### src/rtl/tlr_pkg.sv
package tlr_pkg;

    typedef enum logic [1:0] {
        LB_NORMAL    = 2'b00,
        LB_IN_TO_OUT = 2'b01,
        LB_TX_TO_RX  = 2'b10,
        LB_CROSS     = 2'b11
    } loop_mode_e;

    typedef enum logic [1:0] {
        O1_TX   = 2'b00,
        O1_ECHO = 2'b01,
        O1_XOR  = 2'b10,
        O1_DIFF = 2'b11
    } out1_mode_e;

    typedef enum logic {
        ST_HUNT   = 1'b0,
        ST_LOCKED = 1'b1
    } sync_state_e;

endpackage

### src/rtl/tlr_frame_pos.sv
module tlr_frame_pos
    import tlr_pkg::*;
#(
    parameter int CHANS = 32,
    parameter int BITS  = 8,
    localparam int BIT_W = (BITS  > 1) ? $clog2(BITS)  : 1,
    localparam int CH_W  = (CHANS > 1) ? $clog2(CHANS) : 1
) (
    input  logic             clk,
    input  logic             rst_n,
    input  logic             frame_sync,
    output logic             pos_valid,
    output logic             chan_end,
    output logic [CH_W-1:0]  cur_chan
);

    localparam logic [BIT_W-1:0] LAST_BIT  = BIT_W'(BITS - 1);
    localparam logic [CH_W-1:0]  LAST_CHAN = CH_W'(CHANS - 1);

    sync_state_e       state_q, state_d;
    logic [BIT_W-1:0]  bit_q, bit_d;
    logic [CH_W-1:0]   chan_q, chan_d;
    logic [BIT_W-1:0]  cur_bit;

    // state register
    always_ff @(posedge clk or negedge rst_n) begin
        if (!rst_n) begin
            state_q <= ST_HUNT;
            bit_q   <= '0;
            chan_q  <= '0;
        end else begin
            state_q <= state_d;
            bit_q   <= bit_d;
            chan_q  <= chan_d;
        end
    end

    // next state and position
    always_comb begin
        state_d = state_q;
        unique case (state_q)
            ST_HUNT:   if (frame_sync) state_d = ST_LOCKED;
            ST_LOCKED: state_d = ST_LOCKED;
        endcase
    end

    // outputs and counter advance
    always_comb begin
        cur_bit   = frame_sync ? '0 : bit_q;
        cur_chan  = frame_sync ? '0 : chan_q;
        pos_valid = frame_sync || (state_q == ST_LOCKED);
        chan_end  = pos_valid && (cur_bit == LAST_BIT);
        bit_d     = bit_q;
        chan_d    = chan_q;
        if (pos_valid) begin
            if (cur_bit == LAST_BIT) begin
                bit_d  = '0;
                chan_d = (cur_chan == LAST_CHAN) ? '0 : cur_chan + 1'b1;
            end else begin
                bit_d  = cur_bit + 1'b1;
                chan_d = cur_chan;
            end
        end
    end

endmodule

### src/rtl/tlr_route_core.sv
module tlr_route_core
    import tlr_pkg::*;
(
    input  logic       clk,
    input  logic       rst_n,
    input  logic       frame_sync,
    input  logic [1:0] loop_cfg,
    input  logic [1:0] out1_cfg,
    input  logic       ser_in,
    input  logic       tx0_bit,
    input  logic       tx1_bit,
    output logic       rx0_bit,
    output logic       ser_out0,
    output logic       ser_out1,
    output logic       store_en,
    output logic [1:0] loop_active
);

    loop_mode_e act_loop_q, eff_loop;
    out1_mode_e act_out1_q, eff_out1;

    always_ff @(posedge clk or negedge rst_n) begin
        if (!rst_n) begin
            act_loop_q <= LB_NORMAL;
            act_out1_q <= O1_TX;
        end else if (frame_sync) begin
            act_loop_q <= loop_mode_e'(loop_cfg);
            act_out1_q <= out1_mode_e'(out1_cfg);
        end
    end

    always_comb begin
        eff_loop = frame_sync ? loop_mode_e'(loop_cfg) : act_loop_q;
        eff_out1 = frame_sync ? out1_mode_e'(out1_cfg) : act_out1_q;
        unique case (eff_loop)
            LB_NORMAL:    begin rx0_bit = ser_in;  ser_out0 = tx0_bit; end
            LB_IN_TO_OUT: begin rx0_bit = ser_in;  ser_out0 = ser_in;  end
            LB_TX_TO_RX:  begin rx0_bit = tx0_bit; ser_out0 = tx0_bit; end
            LB_CROSS:     begin rx0_bit = tx0_bit; ser_out0 = ser_in;  end
        endcase
        unique case (eff_out1)
            O1_TX:   begin ser_out1 = tx1_bit;          store_en = 1'b0; end
            O1_ECHO: begin ser_out1 = tx1_bit;          store_en = 1'b1; end
            O1_XOR:  begin ser_out1 = tx1_bit ^ ser_in; store_en = 1'b0; end
            O1_DIFF: begin ser_out1 = tx1_bit ^ ser_in; store_en = 1'b1; end
        endcase
        loop_active = act_loop_q;
    end

endmodule

### src/rtl/tlr_byte_capture.sv
module tlr_byte_capture #(
    parameter int CHANS = 32,
    parameter int BITS  = 8,
    localparam int CH_W = (CHANS > 1) ? $clog2(CHANS) : 1
) (
    input  logic             clk,
    input  logic             rst_n,
    input  logic             ser_in,
    input  logic             chan_end,
    input  logic             store_en,
    input  logic [CH_W-1:0]  cur_chan,
    output logic             wr_en,
    output logic [CH_W-1:0]  wr_chan,
    output logic [BITS-1:0]  wr_data
);

    logic [BITS-1:0] shift_q;
    logic [BITS-1:0] byte_now;

    always_comb byte_now = {shift_q[BITS-2:0], ser_in};

    always_ff @(posedge clk or negedge rst_n) begin
        if (!rst_n) begin
            shift_q <= '0;
            wr_en   <= 1'b0;
            wr_chan <= '0;
            wr_data <= '0;
        end else begin
            shift_q <= byte_now;
            wr_en   <= chan_end && store_en;
            if (chan_end && store_en) begin
                wr_chan <= cur_chan;
                wr_data <= byte_now;
            end
        end
    end

endmodule

### src/rtl/tdm_loop_router.sv
module tdm_loop_router #(
    parameter int CHANS = 32,
    parameter int BITS  = 8,
    localparam int CH_W = (CHANS > 1) ? $clog2(CHANS) : 1
) (
    input  logic             clk,
    input  logic             rst_n,
    input  logic             frame_sync,
    input  logic [1:0]       loop_cfg,
    input  logic [1:0]       out1_cfg,
    input  logic             ser_in,
    input  logic             tx0_bit,
    input  logic             tx1_bit,
    output logic             rx0_bit,
    output logic             ser_out0,
    output logic             ser_out1,
    output logic             tx1_wr_en,
    output logic [CH_W-1:0]  tx1_wr_chan,
    output logic [BITS-1:0]  tx1_wr_data
);

    logic            pos_valid;
    logic            chan_end;
    logic [CH_W-1:0] cur_chan;
    logic            store_en;
    logic [1:0]      loop_active;

    tlr_frame_pos #(.CHANS(CHANS), .BITS(BITS)) u_pos (
        .clk        (clk),
        .rst_n      (rst_n),
        .frame_sync (frame_sync),
        .pos_valid  (pos_valid),
        .chan_end   (chan_end),
        .cur_chan   (cur_chan)
    );

    tlr_route_core u_route (
        .clk         (clk),
        .rst_n       (rst_n),
        .frame_sync  (frame_sync),
        .loop_cfg    (loop_cfg),
        .out1_cfg    (out1_cfg),
        .ser_in      (ser_in),
        .tx0_bit     (tx0_bit),
        .tx1_bit     (tx1_bit),
        .rx0_bit     (rx0_bit),
        .ser_out0    (ser_out0),
        .ser_out1    (ser_out1),
        .store_en    (store_en),
        .loop_active (loop_active)
    );

    tlr_byte_capture #(.CHANS(CHANS), .BITS(BITS)) u_cap (
        .clk      (clk),
        .rst_n    (rst_n),
        .ser_in   (ser_in),
        .chan_end (chan_end),
        .store_en (store_en && pos_valid),
        .cur_chan (cur_chan),
        .wr_en    (tx1_wr_en),
        .wr_chan  (tx1_wr_chan),
        .wr_data  (tx1_wr_data)
    );

endmodule

### config.mk
export PLATFORM = sky130hd
export DESIGN_NAME = tdm_loop_router
export DESIGN_NICKNAME = d
export VERILOG_FILES = /design/src/rtl/tlr_pkg.sv /design/src/rtl/tlr_frame_pos.sv /design/src/rtl/tlr_route_core.sv /design/src/rtl/tlr_byte_capture.sv /design/src/rtl/tdm_loop_router.sv
export SDC_FILE = /design/constraint.sdc
export NUM_CORES = 1
export LEC_CHECK = 0
export ABC_AREA = 1
export ABC_CLOCK_PERIOD_IN_PS = 1670
export CAP_MARGIN = 20
export CORE_ASPECT_RATIO = 1.1
export CORE_UTILIZATION = 50
export CTS_CLUSTER_SIZE = 16
export DETAILED_ROUTE_END_ITERATION = 16
export PLACE_DENSITY = 0.77
export SLEW_MARGIN = 20
export SYNTH_ARGS = -nofsm -noshare
export SYNTH_HDL_FRONTEND = slang
export SYNTH_SLANG_ARGS = --single-unit
### constraint.sdc
create_clock -name clk -period 1.67 [get_ports clk]
set_input_delay 0.334 -clock clk [delete_from_list [all_inputs] [get_ports clk]]
set_output_delay 0.334 -clock clk [all_outputs]
set_load 0.02 [all_outputs]
* Yosys cells after proc, flatten, opt, wreduce, memory -nomap -nowiden
Cells that the tools add are included.
** Word-level totals
- Bits in writable memories :: 0
- Bits in latches :: 0
- Input bits :: 10
- Logic and storage cells :: 48
- Output and inout port bits :: 17
- Register bits after elaboration :: 34
- Memory bits (read-only) :: 0
- Memories :: 0
** Operators by class
- Add/subtract/negate cells :: 2
- Bitwise gates (word level) :: 2
- Mux-type cells :: 13
- Order comparisons :: 0
- Eq/ne operators :: 8
- Reduce and logical (&&, ||, !) cells :: 14
- Multiply operators :: 0
- Shift-type cells :: 0
- Divide/modulo/power cells :: 0
** Operators by type and width (count)
- OR reduction 2 bit :: 8
- two-way mux 5 bit :: 3
- case mux 1 bit (2 select lines) :: 5
- == test 2 bit (second input constant) :: 4
- two-way mux 3 bit :: 2
- adder 5 x 1 -> 5 bit (second input constant) :: 1
- == test 5 bit (second input constant) :: 1
- == test 2 x 1 -> 1 bit (second input constant) :: 2
- zero test 2 bit :: 2
- two-way mux 2 bit :: 2
- adder 3 x 1 -> 3 bit (second input constant) :: 1
- == test 3 bit (second input constant) :: 1
- logical AND 1 bit :: 3
- logical OR 1 bit :: 1
- two-way mux 1 bit :: 1
- inverter 1 bit :: 1
- XOR 1 bit :: 1

* Logic depth before layout (Yosys ltp)
Gate-level depths: netlist of run 1.
- Depth in word-level cells :: 6
- Mapped depth :: 11
- Mapped depth without buffers :: 10

* By module
From an unflattened synthesis of run 1, not the netlist that was laid out.
** Second synthesis, totals
- Cell total of the unflattened synthesis :: 164
- Area total of the unflattened synthesis :: 1472.7 um^2
** Modules (own cells, without submodules)
- tlr_byte_capture :: cells each 65, area each 724.4 um^2, seq. area each 525.5 um^2, times used 1
- tlr_frame_pos :: cells each 66, area each 520.5 um^2, seq. area each 225.2 um^2, times used 1
- tlr_route_core :: cells each 31, area each 220.2 um^2, seq. area each 100.1 um^2, times used 1
- tdm_loop_router :: cells each 2, area each 7.5 um^2, seq. area each 0.0 um^2, times used 1

* Worst setup path before layout of run 1
No wires, ideal clock.
- Path type :: input-to-reg
- Start :: input frame_sync
- End :: register u_cap.wr_chan[1]
- Path slack :: 58 ps
- Data arrival time :: 1491 ps
- Data required time :: 1548 ps
- Setup time :: 122 ps
- Stages on the path :: 10
- Path through :: buf_6 nor2_1 ha_1 ha_1 inv_2 nor2_8 nand2_4 buf_12 nand2_1 o21ai_1
** Between the ends
- Word-level cells in the longest chain between the ends :: 6
** Ends and longest elaborated chain
- from (decl) :: line tdm_loop_router.sv:8 : input logic frame_sync,
- two-way mux 2 bit
- == test 2 x 1 -> 1 bit, or another cell as far along :: line tlr_route_core.sv:41 : unique case (eff_out1)
- OR reduction 2 bit (no line)
- case mux 1 bit (2 select lines) :: line tlr_route_core.sv:41
- logical AND 1 bit :: line tdm_loop_router.sv:58 : .store_en (store_en && pos_valid),
- logical AND 1 bit :: line tlr_byte_capture.sv:31 : if (chan_end && store_en) begin
- to (signal assigned) :: line tlr_byte_capture.sv:32 : wr_chan <= cur_chan;
- to (decl) :: line tlr_byte_capture.sv:13 : output logic [CH_W-1:0] wr_chan,
Several ways; a longest one is shown, not always the timed one.
A chain may end at the register's enable or synchronous reset.

* Worst setup path after layout of run 1
- Start :: input frame_sync
- End :: register u_pos.chan_q[4]
** Between the ends
- Word-level cells in the longest chain between the ends :: 4
** Ends and longest elaborated chain
- two-way mux 5 bit (*) :: line tlr_frame_pos.sv:50 : cur_chan = frame_sync ? '0 : chan_q;
- via cur_chan[1] :: line tdm_loop_router.sv:24 : logic [CH_W-1:0] cur_chan;
- adder 5 x 1 -> 5 bit / == test 5 bit (equally long branches) :: line tlr_frame_pos.sv:58 : chan_d = (cur_chan == LAST_CHAN) ? '0 : cur_chan + 1'b1;
- two-way mux 5 bit (*) :: line tlr_frame_pos.sv:58
- two-way mux 5 bit (*) :: line tlr_frame_pos.sv:56 : if (cur_bit == LAST_BIT) begin
- to (signal assigned) :: line tlr_frame_pos.sv:34 : chan_q <= chan_d;
- to (decl) :: line tlr_frame_pos.sv:22 : logic [CH_W-1:0] chan_q, chan_d;
Mark *: on every way through the listed nets, which the timed path passes. The rest lies on a longest branch.

==> results of run 1 <==
[synth_stat cells (all sizes together) (3+ instances only)]
cell	instances
a21oi	4
buf	3
dfrtp	34
ha	4
inv	13
nand2	55
nand3	4
nor2	11
o21ai	13
[final timing paths]
path / slack, ps / to
max: 60 / u_pos.chan_q[4]
min: 380 / u_cap.shift_q[4]
max reg2reg: 100 / u_pos.chan_q[3]
min reg2reg: 380 / u_cap.shift_q[6]
max in group asynchronous: 990 / u_pos.chan_q[2]
min in group clk: 380 / u_cap.shift_q[6]
[power by group through the flow]
stage | sequential (mW) | combinational [mW] | clock, mW
3_5_place_dp | 0.902 | 0.203 | 0
5_1_grt | 0.890 | 0.226 | 0.845
3_3_place_gp | 0.899 | 0.198 | 0
2_1_floorplan | 0.919 | 0.0754 | 0
6_report | 0.884 | 0.202 | 0.798
4_1_cts | 0.885 | 0.195 | 0.812
[flip-flops by register name, summed over array words and instances (netlist names)]
| signal | cells |
|---|---|
| u_route.loop_active | 2 |
| u_cap.wr_data | 8 |
| u_pos.state_q | 1 |
| u_cap.wr_en | 1 |
| u_route.act_out1_q | 2 |
| u_pos.bit_q | 3 |
| u_pos.chan_q | 5 |
| u_cap.shift_q | 7 |
| u_cap.wr_chan | 5 |
[cell type report]
type / count / area [um^2] / area share [%]
flip-flops and latches: 34 / 851 / 42.6
multi-input cells: 95 / 528 / 26.4
repair buffers: 42 / 397 / 19.8
inverters: 14 / 70.1 / 3.51
clock inverters: 2 / 60.1 / 3.01
clock buffers: 6 / 51.3 / 2.57
well taps: 33 / 41.3 / 2.07
[through the flow]
step	hold WS (ps)	setup WS [ps]
3_5_place_dp	362	-595
5_1_grt	407	-57.5
4_1_cts	376	1.50
2_1_floorplan	38.4	57.5
6_report	377	56.5
3_3_place_gp	359	-548
[metal layers]
layer / vias to the layer above / track usage (%)
met2: 29 / 35.2
met4: 0 / 10.2
met3: 4 / 8.79
li1: 546 / -
met1: 534 / 23.4
met5: - / 0
[repair_timing]
action,in CTS,in global routing
cloned,0,0
pin swaps,4,3
setup endpoints to repair,16,24
endpoints found under the hold margin,0,0
buffers inserted,1,0
resized for setup,20,24
[cell families after synthesis]
group / count (synthesis) / synth area share [%]
flops: 34 / 58.8
buf+inv: 17 / 7.78
fa+ha+maj: 4 / 3.46
xor+xnor: 2 / 1.21
compound gates: 17 / 5.88
simple gates: 72 / 22.9
==> results.sh, run 1 <==
export IMPL_synth_nets=160
export IMPL_grt_first_pass_wirelength_mm=4.61
export IMPL_viasPerCell=4.92
export IMPL_drt_total_wl_mm=2.80
export IMPL_place_area_um2=1820
export IMPL_arrival_ps=1860
export IMPL_first_pass_iters=4
export IMPL_synth_top_area_share_pct=58.8
export IMPL_final_common_cell="nand2_1"
export IMPL_switching_share_pct=22.4
export IMPL_antennaDiodeCount=0
export IMPL_path_max_fanout=8
export IMPL_nFillCells=206
export IMPL_clk_latency_ps=350
export IMPL_gp_congestion=0.840
export IMPL_synth_async_reset_ratio_pct=100
export IMPL_status="complete, no violations"
export IMPL_p_comb_share_pct=10.7
export IMPL_synthTopCellsByArea="dfrtp_1, nand2_1, ha_1"
export IMPL_r2r_start="u_pos.bit_q[0]"
export IMPL_finalPower_mw=1.88
export IMPL_ys_seq_area_share_pct=58.8
export IMPL_drive_gt1_share_pct=23.8
export IMPL_cts_htree_levels=2
export IMPL_dr_wl_met3_um=146
export IMPL_crit_family="buffers and inverters"
export IMPL_synth_top_area_cell="dfrtp_1"
export IMPL_design_core_area_um2=2750
export IMPL_tightest_slew_ps=420
export IMPL_avgSynthCellArea_um2=9.92
export IMPL_tns_ps=0
export IMPL_startpoint_type="primary input"
export IMPL_endpoint_kind="flop"
export IMPL_dr_total_vias=1113
export IMPL_die_area_um2=3110
export IMPL_cts_buffers_inserted=5
export IMPL_synth_distinct_cells=21
export IMPL_synth_seq_cells=34
export IMPL_grt_overflow_total=0
export IMPL_route_met2_wl_mm=1.46
export IMPL_maxCapViolations=0
export IMPL_switchingPower_mw=0.423
export IMPL_slew_viol_final=0
export IMPL_cellPowerDensity_nw_per_um2=943
export IMPL_worst_path_max_delay_cell="ha_2"
export IMPL_clkTransAtPathRegs_ps=110
export IMPL_fmax_ghz=0.620
export IMPL_p_leak_nw=1.18
export IMPL_hp_class="in -> async"
export IMPL_cts_tree="yes"
export IMPL_syn2layout_area_growth_pct=38.0
export IMPL_slew_headroom_pct=72.0
export IMPL_synth_edff_count=0
export IMPL_die_w_um=53.3
export IMPL_mappedNetlistArea_um2=1450
export IMPL_grt_max_degree=35
export IMPL_port_buffers=26
export IMPL_antenna_found_initial=0
export IMPL_vdd_drop_max_uv=876
export IMPL_clk_path_buf_depth=2
export IMPL_start_util_pct=52.6
export IMPL_worst_path_stages=12
export IMPL_track_usage_pct=21.3
export IMPL_required_ps=1910
export IMPL_final_area_um2=2000
export IMPL_reg2reg_depth=10
export IMPL_fin_util_pct=72.6
export IMPL_place_inst=217
export IMPL_final_cell_mix="nand2_1, dfrtp_1, buf_4, inv_1, dlymetal6s2s_1"
export IMPL_yosysWarnings=0
export IMPL_hpwl_mm=1.87
export IMPL_finClkSkew_ps=4.94
export IMPL_cp_startpoint="frame_sync"
export IMPL_syn_inst=146
export IMPL_crit_path_max_incr_delay_ps=300
export IMPL_crit_buf_inv=6
export IMPL_grt_pass1_vias=1121
export IMPL_pin_count=27
export IMPL_antenna_left=0
export IMPL_report_final_hold_viol_count=0
export IMPL_clock_sinks=34
export IMPL_cts_root_buffer="clkbuf_4"
export IMPL_ctsHoldBuffers=0
export IMPL_cpMostUsedCell="inv_1"
export IMPL_final_nets=206
export IMPL_wire_per_inst_um=12.4
export IMPL_p_int_mw=1.46
export IMPL_finalNonFillerCells=226
export IMPL_pwr_share_seq_pct=46.9
export IMPL_drt_met1_wl_mm=1.15
export IMPL_die_h_um=58.4
export IMPL_drt_initial_drc_count=25
export IMPL_crit_chain="dlygate4sd2_1 > buf_6 > inv_6 > buf_4 > nand2_1 > inv_1 > ha_1 > inv_1 > nor3_2 > ha_2 > a21oi_2 > nor2_1"
export IMPL_drcViolationCount=0
export IMPL_min_period_ps=1610
export IMPL_crit_type="in -> reg"
export IMPL_fin_crit_sh_pct=96.6
export IMPL_rsz0062_at_grt="yes"
export IMPL_synth_ff_type="dfrtp_1"
export IMPL_highest_layer="met4"
export IMPL_rows=20
export IMPL_setup_viol=0
export IMPL_clkPwrFrac_pct=42.3
(Power assumes the default switching activity.)
==> inputs of run 2 (changes only) <==
CTS_CLUSTER_SIZE = 12   (was 16)
==> results of run 2 <==
The final DEF is identical to that of run 1; final timing and power are the same.
